--- src/rtl/fsf_pkg.sv ---
package fsf_pkg;
    localparam int WORD_W = 32;

    typedef enum logic [1:0] {
        MDL_TRIPLE  = 2'd0,
        MDL_WORD    = 2'd1,
        MDL_COPRO_S = 2'd2,
        MDL_COPRO_L = 2'd3
    } fsf_model_e;

    typedef enum logic [1:0] {
        AM_PLAIN   = 2'd0,
        AM_POSTINC = 2'd1,
        AM_PREDEC  = 2'd2,
        AM_DISP    = 2'd3
    } fsf_amode_e;

    typedef enum logic [1:0] {
        ST_IDLE,
        ST_SAVE,
        ST_LOAD,
        ST_DONE
    } fsf_state_e;

    localparam logic [WORD_W-1:0] TRIPLE_HDR = 32'h0000_6000;
    localparam logic [WORD_W-1:0] TAIL_WORD  = 32'h7000_0000;
    localparam logic [7:0] SZ_SMALL = 8'h18;
    localparam logic [7:0] SZ_LARGE = 8'h38;
    localparam logic [7:0] SZ_HUGE  = 8'hB4;
    localparam logic [7:0] TY_IDLE  = 8'h00;
    localparam logic [7:0] TY_UNIMP = 8'h30;
    localparam logic [7:0] TY_BUSY  = 8'h60;
    localparam int HDR_BYTES    = 4;
    localparam int TRIPLE_BYTES = 12;
    localparam int SKIP_UNIMP   = 44;
    localparam int SKIP_BUSY    = 92;
endpackage

--- src/rtl/fsf_save_layout.sv ---
module fsf_save_layout
    import fsf_pkg::*;
#(
    parameter int CNT_W = 4
) (
    input  logic [1:0]        model,
    input  logic [7:0]        version,
    input  logic [CNT_W-1:0]  idx,
    output logic [CNT_W-1:0]  nwords,
    output logic [WORD_W-1:0] word
);
    logic [7:0] sz;

    always_comb begin
        nwords = '0;
        word   = '0;
        sz     = (fsf_model_e'(model) == MDL_COPRO_L) ? SZ_LARGE : SZ_SMALL;
        unique case (fsf_model_e'(model))
            MDL_TRIPLE: begin
                nwords = CNT_W'(3);
                if (idx == '0) word = TRIPLE_HDR;
            end
            MDL_WORD: begin
                nwords = CNT_W'(1);
                word   = {version, 24'h0};
            end
            MDL_COPRO_S, MDL_COPRO_L: begin
                nwords = CNT_W'(((sz - 8'd1) >> 2) + 8'd2);
                if (idx == '0)
                    word = {version, sz, 16'h0};
                else if (idx == nwords - 1'b1)
                    word = TAIL_WORD;
            end
            default: ;
        endcase
    end
endmodule

--- src/rtl/fsf_restore_span.sv ---
module fsf_restore_span
    import fsf_pkg::*;
#(
    parameter int SPAN_W = 9
) (
    input  logic [1:0]        model,
    input  logic [15:0]       hdr_hi,
    output logic [SPAN_W-1:0] span
);
    logic [7:0] ver_f;
    logic [7:0] code_f;

    assign ver_f  = hdr_hi[15:8];
    assign code_f = hdr_hi[7:0];

    always_comb begin
        span = SPAN_W'(HDR_BYTES);
        if (fsf_model_e'(model) == MDL_TRIPLE) begin
            span = SPAN_W'(TRIPLE_BYTES);
        end else if (ver_f != 8'h00) begin
            if (fsf_model_e'(model) == MDL_WORD) begin
                if (code_f == TY_UNIMP)
                    span = SPAN_W'(HDR_BYTES + SKIP_UNIMP);
                else if (code_f == TY_BUSY)
                    span = SPAN_W'(HDR_BYTES + SKIP_BUSY);
            end else if (code_f == SZ_SMALL || code_f == SZ_LARGE || code_f == SZ_HUGE) begin
                span = SPAN_W'(HDR_BYTES) + SPAN_W'(code_f);
            end
        end
    end
endmodule

--- src/rtl/fsf_addr_step.sv ---
module fsf_addr_step #(
    parameter int ADDR_W = 32
) (
    input  logic [ADDR_W-1:0] base,
    input  logic              down,
    input  logic [ADDR_W-1:0] off,
    output logic [ADDR_W-1:0] addr
);
    assign addr = down ? (base - off) : (base + off);
endmodule

--- src/rtl/fsf_engine.sv ---
module fsf_engine
    import fsf_pkg::*;
#(
    parameter int ADDR_W = 32,
    parameter int CNT_W  = 4,
    parameter int SPAN_W = 9
) (
    input  logic              clk,
    input  logic              rst_n,
    input  logic              start,
    input  logic              save_op,
    input  logic [1:0]        model,
    input  logic [1:0]        amode,
    input  logic [7:0]        version,
    input  logic [ADDR_W-1:0] base_addr,
    output logic [ADDR_W-1:0] mem_addr,
    output logic              mem_wr,
    output logic              mem_rd,
    output logic [WORD_W-1:0] mem_wdata,
    input  logic [WORD_W-1:0] mem_rdata,
    input  logic              mem_ready,
    output logic              done,
    output logic [ADDR_W-1:0] final_addr,
    output logic              wb_en
);
    fsf_state_e        state_q, state_d;
    logic [CNT_W-1:0]  cnt_q;
    logic              save_q;
    logic [1:0]        model_q;
    fsf_amode_e        amode_q;
    logic [7:0]        version_q;
    logic [ADDR_W-1:0] base_q;
    logic [ADDR_W-1:0] final_q;
    logic              wb_q;

    logic              predec;
    logic [CNT_W-1:0]  nwords;
    logic [CNT_W-1:0]  idx;
    logic              last_word;
    logic [SPAN_W-1:0] span;
    logic [ADDR_W-1:0] slot;
    logic [ADDR_W-1:0] off_mem;
    logic [ADDR_W-1:0] off_fin;
    logic [ADDR_W-1:0] fin_addr;
    logic              finish;

    assign predec    = (amode_q == AM_PREDEC);
    assign idx       = predec ? (nwords - 1'b1 - cnt_q) : cnt_q;
    assign last_word = (cnt_q == nwords - 1'b1);
    assign slot      = ADDR_W'(cnt_q) + (predec ? ADDR_W'(1) : '0);
    assign off_mem   = slot << 2;
    assign off_fin   = save_q ? (ADDR_W'(nwords) << 2) : ADDR_W'(span);
    assign finish    = mem_ready && ((state_q == ST_SAVE && last_word) || state_q == ST_LOAD);

    fsf_save_layout #(.CNT_W(CNT_W)) u_layout (
        .model   (model_q),
        .version (version_q),
        .idx     (idx),
        .nwords  (nwords),
        .word    (mem_wdata)
    );

    fsf_restore_span #(.SPAN_W(SPAN_W)) u_span (
        .model  (model_q),
        .hdr_hi (mem_rdata[31:16]),
        .span   (span)
    );

    fsf_addr_step #(.ADDR_W(ADDR_W)) u_step_mem (
        .base (base_q),
        .down (predec),
        .off  (off_mem),
        .addr (mem_addr)
    );

    fsf_addr_step #(.ADDR_W(ADDR_W)) u_step_fin (
        .base (base_q),
        .down (predec),
        .off  (off_fin),
        .addr (fin_addr)
    );

    // state register
    always_ff @(posedge clk or negedge rst_n) begin
        if (!rst_n) state_q <= ST_IDLE;
        else        state_q <= state_d;
    end

    // transitions
    always_comb begin
        state_d = state_q;
        unique case (state_q)
            ST_IDLE: if (start) state_d = save_op ? ST_SAVE : ST_LOAD;
            ST_SAVE: if (mem_ready && last_word) state_d = ST_DONE;
            ST_LOAD: if (mem_ready) state_d = ST_DONE;
            ST_DONE: state_d = ST_IDLE;
            default: state_d = ST_IDLE;
        endcase
    end

    // operation context and results
    always_ff @(posedge clk or negedge rst_n) begin
        if (!rst_n) begin
            cnt_q     <= '0;
            save_q    <= 1'b0;
            model_q   <= '0;
            amode_q   <= AM_PLAIN;
            version_q <= '0;
            base_q    <= '0;
            final_q   <= '0;
            wb_q      <= 1'b0;
        end else begin
            if (state_q == ST_IDLE && start) begin
                save_q    <= save_op;
                model_q   <= model;
                amode_q   <= fsf_amode_e'(amode);
                version_q <= version;
                base_q    <= base_addr;
                cnt_q     <= '0;
            end
            if (state_q == ST_SAVE && mem_ready)
                cnt_q <= cnt_q + 1'b1;
            if (finish) begin
                final_q <= fin_addr;
                wb_q    <= (amode_q == AM_POSTINC) || (amode_q == AM_PREDEC);
            end
        end
    end

    // outputs
    always_comb begin
        mem_wr = 1'b0;
        mem_rd = 1'b0;
        done   = 1'b0;
        unique case (state_q)
            ST_IDLE: ;
            ST_SAVE: mem_wr = 1'b1;
            ST_LOAD: mem_rd = 1'b1;
            ST_DONE: done   = 1'b1;
            default: ;
        endcase
    end

    assign final_addr = final_q;
    assign wb_en      = done && wb_q;

    AST_STALL_HOLD: assert property (@(posedge clk) disable iff (!rst_n)
        (mem_wr && !mem_ready) |=> (mem_wr && $stable(mem_addr) && $stable(mem_wdata)));
    AST_RW_EXCL: assert property (@(posedge clk) disable iff (!rst_n)
        !(mem_wr && mem_rd));
    AST_ADDR_STEP: assert property (@(posedge clk) disable iff (!rst_n)
        (mem_wr && $past(mem_wr && mem_ready)) |->
        (mem_addr == $past(mem_addr) + ADDR_W'(4) || mem_addr == $past(mem_addr) - ADDR_W'(4)));
    AST_ONE_READ: assert property (@(posedge clk) disable iff (!rst_n)
        (mem_rd && mem_ready) |=> !mem_rd);
    AST_DONE_PULSE: assert property (@(posedge clk) disable iff (!rst_n)
        done |=> !done);
    AST_WB_MODE: assert property (@(posedge clk) disable iff (!rst_n)
        wb_en |-> (done && (amode_q == AM_POSTINC || amode_q == AM_PREDEC)));
endmodule

--- config.mk ---
export PLATFORM = sky130hd
export DESIGN_NAME = fsf_engine
export DESIGN_NICKNAME = d
export VERILOG_FILES = /design/src/rtl/fsf_pkg.sv /design/src/rtl/fsf_save_layout.sv /design/src/rtl/fsf_restore_span.sv /design/src/rtl/fsf_addr_step.sv /design/src/rtl/fsf_engine.sv
export SDC_FILE = /design/constraint.sdc
export NUM_CORES = 1
export LEC_CHECK = 0
export ABC_AREA = 1
export BUFFER_PORTS_ARGS = -buffer_cell sky130_fd_sc_hd__buf_2
export CAP_MARGIN = 5
export CORE_MARGIN = 2
export CORE_UTILIZATION = 64
export DETAILED_ROUTE_END_ITERATION = 8
export GPL_TIMING_DRIVEN = 1
export HOLD_SLACK_MARGIN = 0.06
export PLACE_DENSITY = 0.95
export SKIP_LAST_GASP = 1
export SYNTH_ARGS = -nofsm -noshare
export SYNTH_HDL_FRONTEND = slang
export SYNTH_HIERARCHICAL = 1
export SYNTH_SLANG_ARGS = --single-unit
--- constraint.sdc ---
create_clock -name clk -period 7.35 [get_ports clk]
set_input_delay 0.735 -clock clk [delete_from_list [all_inputs] [get_ports clk]]
set_output_delay 0.735 -clock clk [all_outputs]
set_load 0.02 [all_outputs]
==> metrics, run 1 <==
outcome finished, final reports clean; CP endpoint kind output pin; Layout Skew 0.0155 ns; clk slew on worst S/H paths 0.07 ns; Placer Congestion 0.999; area share of the largest cell type after synthesis 0.221; WL final 32.2 mm; RSZ-0062 raised after global routing false; hold buffers post-CTS 0; placed insts 2,416; htree depth 3; fmax 197 MHz; area delta synth->final 14.7%; hold crit path type reg2reg; initial drt markers 1,053; final-layout fill cell count 1,370; post-cts gate resize count 0; Yosys reg bits 84; initial antenna violation count 1; CP startpoint amode_q[0]; largest cells by area after synthesis nand2_1, dfrtp_1, inv_1; vias per inst 5.13; Relative slew margins 0.279; Final min period 5.09 ns; Total GRT Usage 0.347; hpwl dp 25.8 mm; vias in the first global route 11,500; Root Driver clkbuf_16; Final Hold Fails 0; Worst Setup Path Type reg2out; setup_tns 0 ns; CTS tree done; CP Data Required Time 6.61 ns; sequential area share after synthesis 0.184; fin crit share 0.692; DRC viols 0; first-pass GRT wire length 52.0 mm; Die Area 18,900 um^2; final std cells w/o fill 2,433; largest net degree at the start of global routing 85; worst slew pin tran 1.08 ns; DIE WIDTH 138 um; I/O Buffers 145; Max-cap violations 0; Clock Latency Late Sink 0.36 ns; IO Count 181; Worst EP arrival 4.35 ns; Unique masters post-synth 42; cell count after synthesis 1,924; hold_sp final_addr[15]; # clock sinks 84; Die Height 138 um; grt ovf 0; Yosys warning count 6; Mapped Avg Cell Area 5.93 um^2; cell taking the most area after synthesis nand2_1; Avg WL per Cell 13.2 um; CP startpoint kind flip-flop; synthesized area 11,400 um^2; crit path max fanout 34; reg2reg start model_q[1]; DR pass1 iterations 6; Slew Limit Fails 0; core area 17,400 um^2; share of cells above drive strength 1 0.135; Setup-failing EPs final 0; Final Net Count 2,367; Clock Path Buffers 2; cts bufs inserted 9; row cnt 48; Initial Util 0.658; Final ANT Viol Nets 0; setup repair bufs after CTS 0; hold slack final 0.502 ns; total number of vias 12,500
routing by layer:
| metal | up-vias | routed length [um] | GRT usage |
|---|---|---|---|
| met5 | - | 0 | 0 |
| met4 | 0 | 1550 | 0.190 |
| met3 | 131 | 2290 | 0.0401 |
| met2 | 565 | 15600 | 0.614 |
| met1 | 5530 | 12800 | 0.408 |
| li1 | 6247 | - | - |
cells in the mapped netlist (all sizes together):
cell and instances:
and2 4, and3 1, a31oi 1, clkbuf 10, nand3 154, nor3 13, dfrtp 84, conb 4
fa 3, xor2 66, a21o 4, nor2 213, o21a 5, o21ai 43, nand3b 2, buf 41
xnor2 25, o22ai 1, a21oi 55, nand2 718, mux2 43, o21bai 4, clkinv 1, inv 343
ha 81, nand4 5
area by class of cell:
| class | count | area (um^2) | share of cell area |
|---|---|---|---|
| diodes | 1 | 2.50 | 0.000191 |
| clock buffers | 9 | 225 | 0.0172 |
| clock inverters | 7 | 106 | 0.00813 |
| inverters | 344 | 1290 | 0.0988 |
| multi-input cells | 1616 | 8330 | 0.637 |
| flip-flops and latches | 84 | 2100 | 0.161 |
| well taps | 225 | 282 | 0.0215 |
| repair buffers | 147 | 743 | 0.0568 |
path summary, 6_finish.rpt:
| path | end | slack, ns | depth (start not counted) |
|---|---|---|---|
| min in group asynchronous | final_addr[0] | 0.56 | 1 |
| max in group asynchronous | base_q[15] | 6.10 | 1 |
| min | final_addr[15] | 0.50 | 2 |
| min reg2reg | final_addr[15] | 0.50 | 2 |
| max reg2reg | final_addr[31] | 3.24 | 28 |
| max | mem_addr[29] | 2.26 | 25 |
kinds of logic after synthesis:
family | Yosys count | synth area share
and+or+nand+nor | 1110 | 0.411
buffers and inverters | 395 | 0.142
DFF | 84 | 0.184
xor gates and xnor gates | 91 | 0.0698
adders and majority gates | 84 | 0.0940
muxes | 43 | 0.0424
AOI/OAI and AO/OA | 113 | 0.0546
other | 4 | 0.00131
sequential cells by signal, indices dropped and copies added, names as in the netlist:
name        cells
base_q         32
final_addr     32
version_q       8
cnt_q           4
amode_q         2
model_q         2
state_q         2
save_q          1
wb_q            1
per-stage QoR:
stage,utilization,setup WS (ns),instance area (um^2)
3_5_place_dp,0.735,2.75,12800
5_1_grt,0.754,1.94,13100
2_1_floorplan,-,3.37,12100
3_3_place_gp,0.735,2.90,12800
6_report,0.754,2.26,13100
4_1_cts,0.754,2.34,13100
layout by cell type (no fill, tap or decap), types with 3 or more instances in the layout:
master	count
o21bai_1	3
mux2_2	43
nor2_1	195
nor3_1	11
xor2_1	66
fa_1	3
a21o_1	4
o21ai_1	12
o21ai_0	31
ha_1	81
conb_1	175
nor2_2	12
nor2_4	5
inv_1	328
nand3_1	149
buf_4	3
a21oi_1	52
nand2_4	7
dfrtp_1	84
nand3_2	4
buf_2	144
o21a_1	5
inv_2	15
nand2_2	39
nand4_1	4
clkbuf_16	9
nand2_1	672
and2_1	4
xnor2_1	25
worst max-delay path, cell delays in order (launching register included):
cell	delay, ns
dfrtp_1	0.36
inv_1	0.07
ha_1	0.14
buf_4	0.35
ha_1	0.25
ha_1	0.19
xor2_1	0.12
nor2_1	0.22
nand3_1	0.12
nor2_1	0.15
nand2_1	0.09
nor2_1	0.13
nand2_1	0.08
nand2_1	0.12
nand2_1	0.07
o21ai_0	0.13
ha_1	0.33
a21oi_1	0.28
inv_1	0.07
a21oi_1	0.12
nand2_1	0.06
a21oi_1	0.18
nand2_1	0.07
nand2_1	0.06
nand2_1	0.04
buf_2	0.15
Power of run 1 is not shown: default switching activity piles up to over one toggle a cycle in this logic, so the estimate is an artifact.
==> inputs of run 2 (changes only) <==
ABC_AREA = 0   (was 1)
CORE_UTILIZATION = 58   (was 64)
PLACE_DENSITY = 0.91   (was 0.95)
clock period = 5.3 ns   (was 7.35 ns; I/O delays follow)
==> run 2 against run 1 <==
  * The run now ends with negative setup slack left
  * Register-to-register slack got worse by 3.1 ns
  * Via count fell by 27%
  * Setup slack got worse by 2.4 ns
  * Critical path depth down 3
==> metrics, run 2 <==
outcome finished, violations left; Yosys warning count 6 (unchanged); Post-Synth Simple-Gate Area 0.190 (-0.221); worst slew pin tran 1.17 ns (+0.0893 ns); Worst EP arrival 4.95 ns (+0.60 ns); cell count after synthesis 1,065 (-45%); Die Height 130 um (-5.3%); Clock Path Buffers 2 (unchanged); Finished Cell Area 12,000 um^2 (-8.1%); Worst Setup Path Type reg2out; row cnt 46 (-4.2%); WL final 26.9 mm (-17%); most frequent cell after synthesis a21oi_1; Post-DP Area 11,100 um^2 (-13%); Slew Limit Fails 0 (unchanged); failing checks negative setup slack; EDFF count, synth 0 (unchanged); flop2flop setup slack 0.11 ns (-3.13 ns); Unique masters post-synth 79 (+88%); DIE WIDTH 130 um (-5.3%); Relative slew margins 0.218 (-0.0606); Synth Area in Adders 0.116 (+0.0220); CP startpoint kind flip-flop; clk slew on worst S/H paths 0.07 ns (about the same); core area 15,700 um^2 (-9.5%); initial antenna violation count 3 (+2); area share of the largest cell type after synthesis 0.227 (+0.00584); total number of vias 9,150 (-27%); sequential area share after synthesis 0.227 (+0.0430); Final Net Count 1,610 (-32%); Async S/R FF share, synth 1.00 (unchanged); fmax 182 MHz; vias in the first global route 8,911 (-22%); Max-cap violations 0 (unchanged); vias per inst 5.49 (+7.0%); largest cells by area after synthesis dfrtp_1, ha_1, xnor2_1; fin crit share 1.03; cts bufs inserted 9 (unchanged); Die Area 17,000 um^2 (-10%); most common cell after layout, fill and taps aside conb_1; DR pass1 iterations 8 (+2); final-layout fill cell count 1,056 (-23%); Total GRT Usage 0.303 (-0.0437); largest net degree at the start of global routing 71 (-16%); Clock Latency Late Sink 0.36 ns (about the same); Yosys reg bits 84 (unchanged); grt ovf 0 (unchanged); share of cells above drive strength 1 0.297 (+0.162); CTS tree done; Final Hold Fails 0 (unchanged); final std cells w/o fill 1,668 (-31%); DRC viols 0 (unchanged); compound-cell area share of the yosys netlist 0.162 (+0.107); post-synthesis mux area share 0.117 (+0.0747); Setup-failing EPs final 12 (+12); hold buffers post-CTS 0 (unchanged); synth cell count leaders a21oi_1, xnor2_1, dfrtp_1, nor2_1, ha_1; Mapped Avg Cell Area 8.69 um^2 (+46%); # clock sinks 84 (unchanged); IO Count 181 (unchanged); setup_tns -1.16 ns (-1.16 ns); Root Driver clkbuf_16; htree depth 3 (unchanged); CP endpoint kind output pin; hpwl dp 18.9 mm (-27%); I/O Buffers 145 (unchanged); Avg WL per Cell 16.1 um (+22%); ys flop type dfrtp_1; RSZ-0062 raised after global routing true; Layout Skew 0.0103 ns (-0.00517 ns); cell taking the most area after synthesis dfrtp_1; most frequent cells in the layout conb_1, buf_2, buf_4; CP Data Required Time 4.77 ns (-1.84 ns); Initial Util 0.589 (-0.0687); placed insts 1,624 (-33%); Final min period 5.48 ns; main combinational cell family by area after synthesis simple AND/OR/NAND/NOR gates; area delta synth->final 30.0%; xor and xnor area share after synthesis 0.128 (+0.0577); slack of the critical path -0.182 ns (-2.44 ns); Placer Congestion 0.916 (-8.3%); first-pass GRT wire length 41.1 mm (-21%); Final ANT Viol Nets 0 (unchanged); synthesized area 9250 um^2 (-19%); crit path max fanout 4 (-88%); hold crit path type in2async; initial drt markers 550 (-48%)
[run 2: layout make-up]
| cell class | count | area [um^2] | area share |
|---|---|---|---|
| multi-input combinational | 1066 | 7700 | 0.640 |
| sequential | 84 | 2100 | 0.175 |
| timing repair buffer | 234 | 1450 | 0.121 |
| tap | 216 | 270 | 0.0225 |
| clock buffer | 9 | 225 | 0.0187 |
| inverter | 50 | 188 | 0.0156 |
| clock inverter | 7 | 83.8 | 0.00697 |
| antenna | 2 | 5.00 | 0.000416 |
[run 2: worst paths after layout]
kind	start	end	cells past startpoint
min reg2reg	final_addr[20]	final_addr[20]	1
min in group clk	version[6]	version_q[6]	2
max in group asynchronous	rst_n	base_q[2]	2
max	amode_q[0]	mem_addr[26]	22
max reg2reg	model_q[0]	final_addr[29]	23
min	rst_n	final_addr[21]	1
[run 2: routing by layer]
metal  global-route usage  vias to the layer above  routed length [um]
met4                0.151                        2                1340
li1                     -                     4354                   -
met5                    0                        -                  11
met2                0.557                      403               13600
met1                0.323                     4295               10200
met3               0.0754                       96                1630
[run 2: what timing repair did]
item / 4_1_cts / 5_1_grt
gates resized for setup: 39 / 54
endpoints found under the setup margin: 14 / 26
setup buffers: 13 / 13
pin swaps: 20 / 45
endpoints found under the hold margin: 0 / 0
[run 2: critical path, stage by stage, from the launching register on]
cell and delay, ns:
dfrtp_1 0.38, inv_1 0.06, ha_2 0.20, ha_4 0.17, nand3_2 0.12, xnor2_2 0.17, or4_4 0.52, or3_4 0.38
nor2_4 0.12, nand2_2 0.09, nor3_4 0.21, a31oi_1 0.14, xnor2_1 0.22, ha_1 0.31, buf_6 0.14, nand4_1 0.14
nor2_1 0.07, a22o_1 0.21, a21oi_2 0.21, a21bo_2 0.23, o211ai_1 0.12, xor2_1 0.19, buf_4 0.17
[run 2: cell families after synthesis]
| group | count (synthesis) |
|---|---|
| mux | 87 |
| xor+xnor | 130 |
| flops | 84 |
| fa+ha+maj | 84 |
| simple gates | 327 |
| compound gates | 240 |
| other cells | 4 |
| buf+inv | 109 |
[run 2: per-stage QoR]
| stage | util | worst slack, ns | hold slack (ns) |
|---|---|---|---|
| after detailed placement | 0.707 | -0.220 | 0.454 |
| after CTS | 0.744 | -0.0315 | 0.0762 |
| after floorplan | - | 0.0482 | 0.234 |
| after global routing | 0.765 | -0.389 | 0.0838 |
| final | 0.766 | -0.182 | 0.0713 |
| after global placement | 0.707 | -0.0520 | 0.449 |
Power of run 2 is left out for the same reason.
==> inputs of run 3 (changes only) <==
SETUP_SLACK_MARGIN = 0.1   (was default)
==> run 3 against run 2 <==
  * The flow still finishes with violations (negative setup slack)
  * Via count increased by 1.3%
  * Critical endpoint is now mem_addr[25]
  * Die area stayed put
  * Utilization rose by 0.23 points
  * Non-clock buffer count is 13 lower
  * Cell area is 0.30% higher
  * Flip-flop and latch count is the same
  * Fmax increased by 1.0%
  * Setup slack improved by 0.055 ns
  * Hold slack improved by 0.027 ns
  * First-iteration DRC count rose by 9.5%
==> metrics, run 3 (synthesis gave the netlist of run 2 again) <==
hold crit path type in2async; Final min period 5.43 ns (-0.0553 ns); DR pass1 iterations 6 (-2); Final Net Count 1,597 (-0.81%); Root Driver clkbuf_16; CP Data Required Time 4.77 ns (about the same); Relative slew margins 0.197 (-0.0213); Clock Latency Late Sink 0.36 ns (about the same); cts bufs inserted 9 (unchanged); crit path max fanout 7 (+3); Final Hold Fails 0 (unchanged); critical path's top delay family simple AND/OR/NAND/NOR gates; Initial Util 0.589 (unchanged); initial drt markers 602 (+9.5%); slowest CP cell or4_4; Layout Skew 0.0111 ns (+0.000812 ns); WL final 27.4 mm (+2.0%); Max-cap violations 0 (unchanged); Worst EP arrival 4.90 ns (-0.05 ns); I/O Buffers 145 (unchanged); CTS tree done; Die Area 17,000 um^2 (unchanged); clk slew on worst S/H paths 0.07 ns (about the same); DIE WIDTH 130 um (unchanged); core area 15,700 um^2 (unchanged); Die Height 130 um (unchanged); Final ANT Viol Nets 0 (unchanged); htree depth 3 (unchanged); CP most frequent cell a21oi_2; first-pass GRT wire length 40.3 mm (-1.9%); CP endpoint kind output pin; area delta synth->final 30.4%; RSZ-0062 raised after global routing true; share of cells above drive strength 1 0.302 (+0.00478); Setup-failing EPs final 15 (+3); hold buffers post-CTS 0 (unchanged); row cnt 46 (unchanged); initial antenna violation count 3 (unchanged); Slew Limit Fails 0 (unchanged); outcome finished, violations left; slack of the critical path -0.127 ns (+0.0553 ns); slowest cell delay on critical path 0.55 ns (+0.03 ns); largest net degree at the start of global routing 71 (unchanged); vias per inst 5.59 (+2.0%); vias in the first global route 8,883 (-0.31%); hpwl dp 18.8 mm (-0.61%); total number of vias 9,270 (+1.3%); grt ovf 0 (unchanged); Layout Utilization 0.768 (+0.00231); Clock Path Buffers 2 (unchanged); Placer Congestion 0.936 (+2.1%); Avg WL per Cell 16.5 um (+2.6%); fin crit share 1.02 (-0.0104); worst slew pin tran 1.20 ns (+0.0319 ns); IO Count 181 (unchanged); crit-path cells inv_2, ha_4, ha_4, nand3_4, xnor2_4, or4_4, or3_4, nor2_4, nand2_2, nor3_4, a21oi_2, xnor2_1, ha_2, a21oi_2, o21ai_2, a21oi_2, o21ai_4, a311oi_4, o31ai_2, xnor2_1, buf_4; CP Buf/Inv Count 2 (-1); most common cell after layout, fill and taps aside conb_1; # clock sinks 84 (unchanged); most frequent cells in the layout conb_1, buf_2, a21oi_1; Worst Setup Path Type reg2out; DRC viols 0 (unchanged); CP startpoint kind flip-flop; fmax 184 MHz (+1.0%); failing checks negative setup slack; Total GRT Usage 0.298 (-0.00538)
run 3: cell types whose count changed in the layout (fill, tap and decap cells not counted), moves of 3 or more:
| cell | delta |
|---|---|
| buf_6 | +3 |
| xnor2_1 | -3 |
| buf_4 | -18 |
| nor3_2 | -3 |
| o21ai_0 | -3 |
run 3: cell type report:
class                   instances  area, um^2
diodes                          4        10.0
clock buffers                   9         225
clock inverters                 7        98.8
fillers                       991        3650
inverters                      50         188
multi-input cells            1066        7810
flip-flops and latches         84        2100
well taps                     216         270
repair buffers                221        1360
run 3: layer usage:
layer | track usage | vias up | part of all wire
met1 | 0.321 | 4334 | 0.36
met3 | 0.0660 | 131 | 0.070
met4 | 0.158 | 0 | 0.060
met2 | 0.544 | 473 | 0.51
li1 | - | 4332 | -
met5 | 0 | - | 0
run 3: repair_timing:
| item | 4_1_cts | 5_1_grt |
|---|---|---|
| buffers inserted | 14 | 10 |
| endpoints found under the setup margin | 16 | 32 |
| hold endpoints to repair | 0 | 0 |
| pin swaps | 31 | 37 |
| gates resized for setup | 48 | 69 |
run 3: final timing paths:
| path | startpoint | end | slack, ns | depth (start not counted) |
|---|---|---|---|---|
| setup / recovery | amode_q[0] | mem_addr[25] | -0.13 | 21 |
| hold / removal | rst_n | final_addr[24] | 0.1 | 1 |
| setup reg to reg | model_q[0] | final_addr[29] | 0.02 | 21 |
| hold reg to reg | final_addr[21] | final_addr[21] | 0.50 | 1 |
| max in group asynchronous | rst_n | version_q[6] | 4.12 | 2 |
| min in group clk | base_addr[2] | base_q[2] | 0.40 | 2 |
run 3: through the flow:
stage / TNS (ns) / worst slack [ns] / hold WS, ns / instance area [um^2] / cells
after floorplan: 0 / 0.124 / 0.234 / 10000 / 1259
after global placement: -0.00149 / -0.00149 / 0.480 / 11000 / 1613
after detailed placement: -1.15 / -0.177 / 0.483 / 11000 / 1613
after CTS: -1.44 / -0.144 / 0.105 / 11700 / 1643
after global routing: -4.67 / -0.280 / 0.126 / 12100 / 1653
final: -1.06 / -0.127 / 0.0985 / 12100 / 1657
Power of run 3 is left out for the same reason.
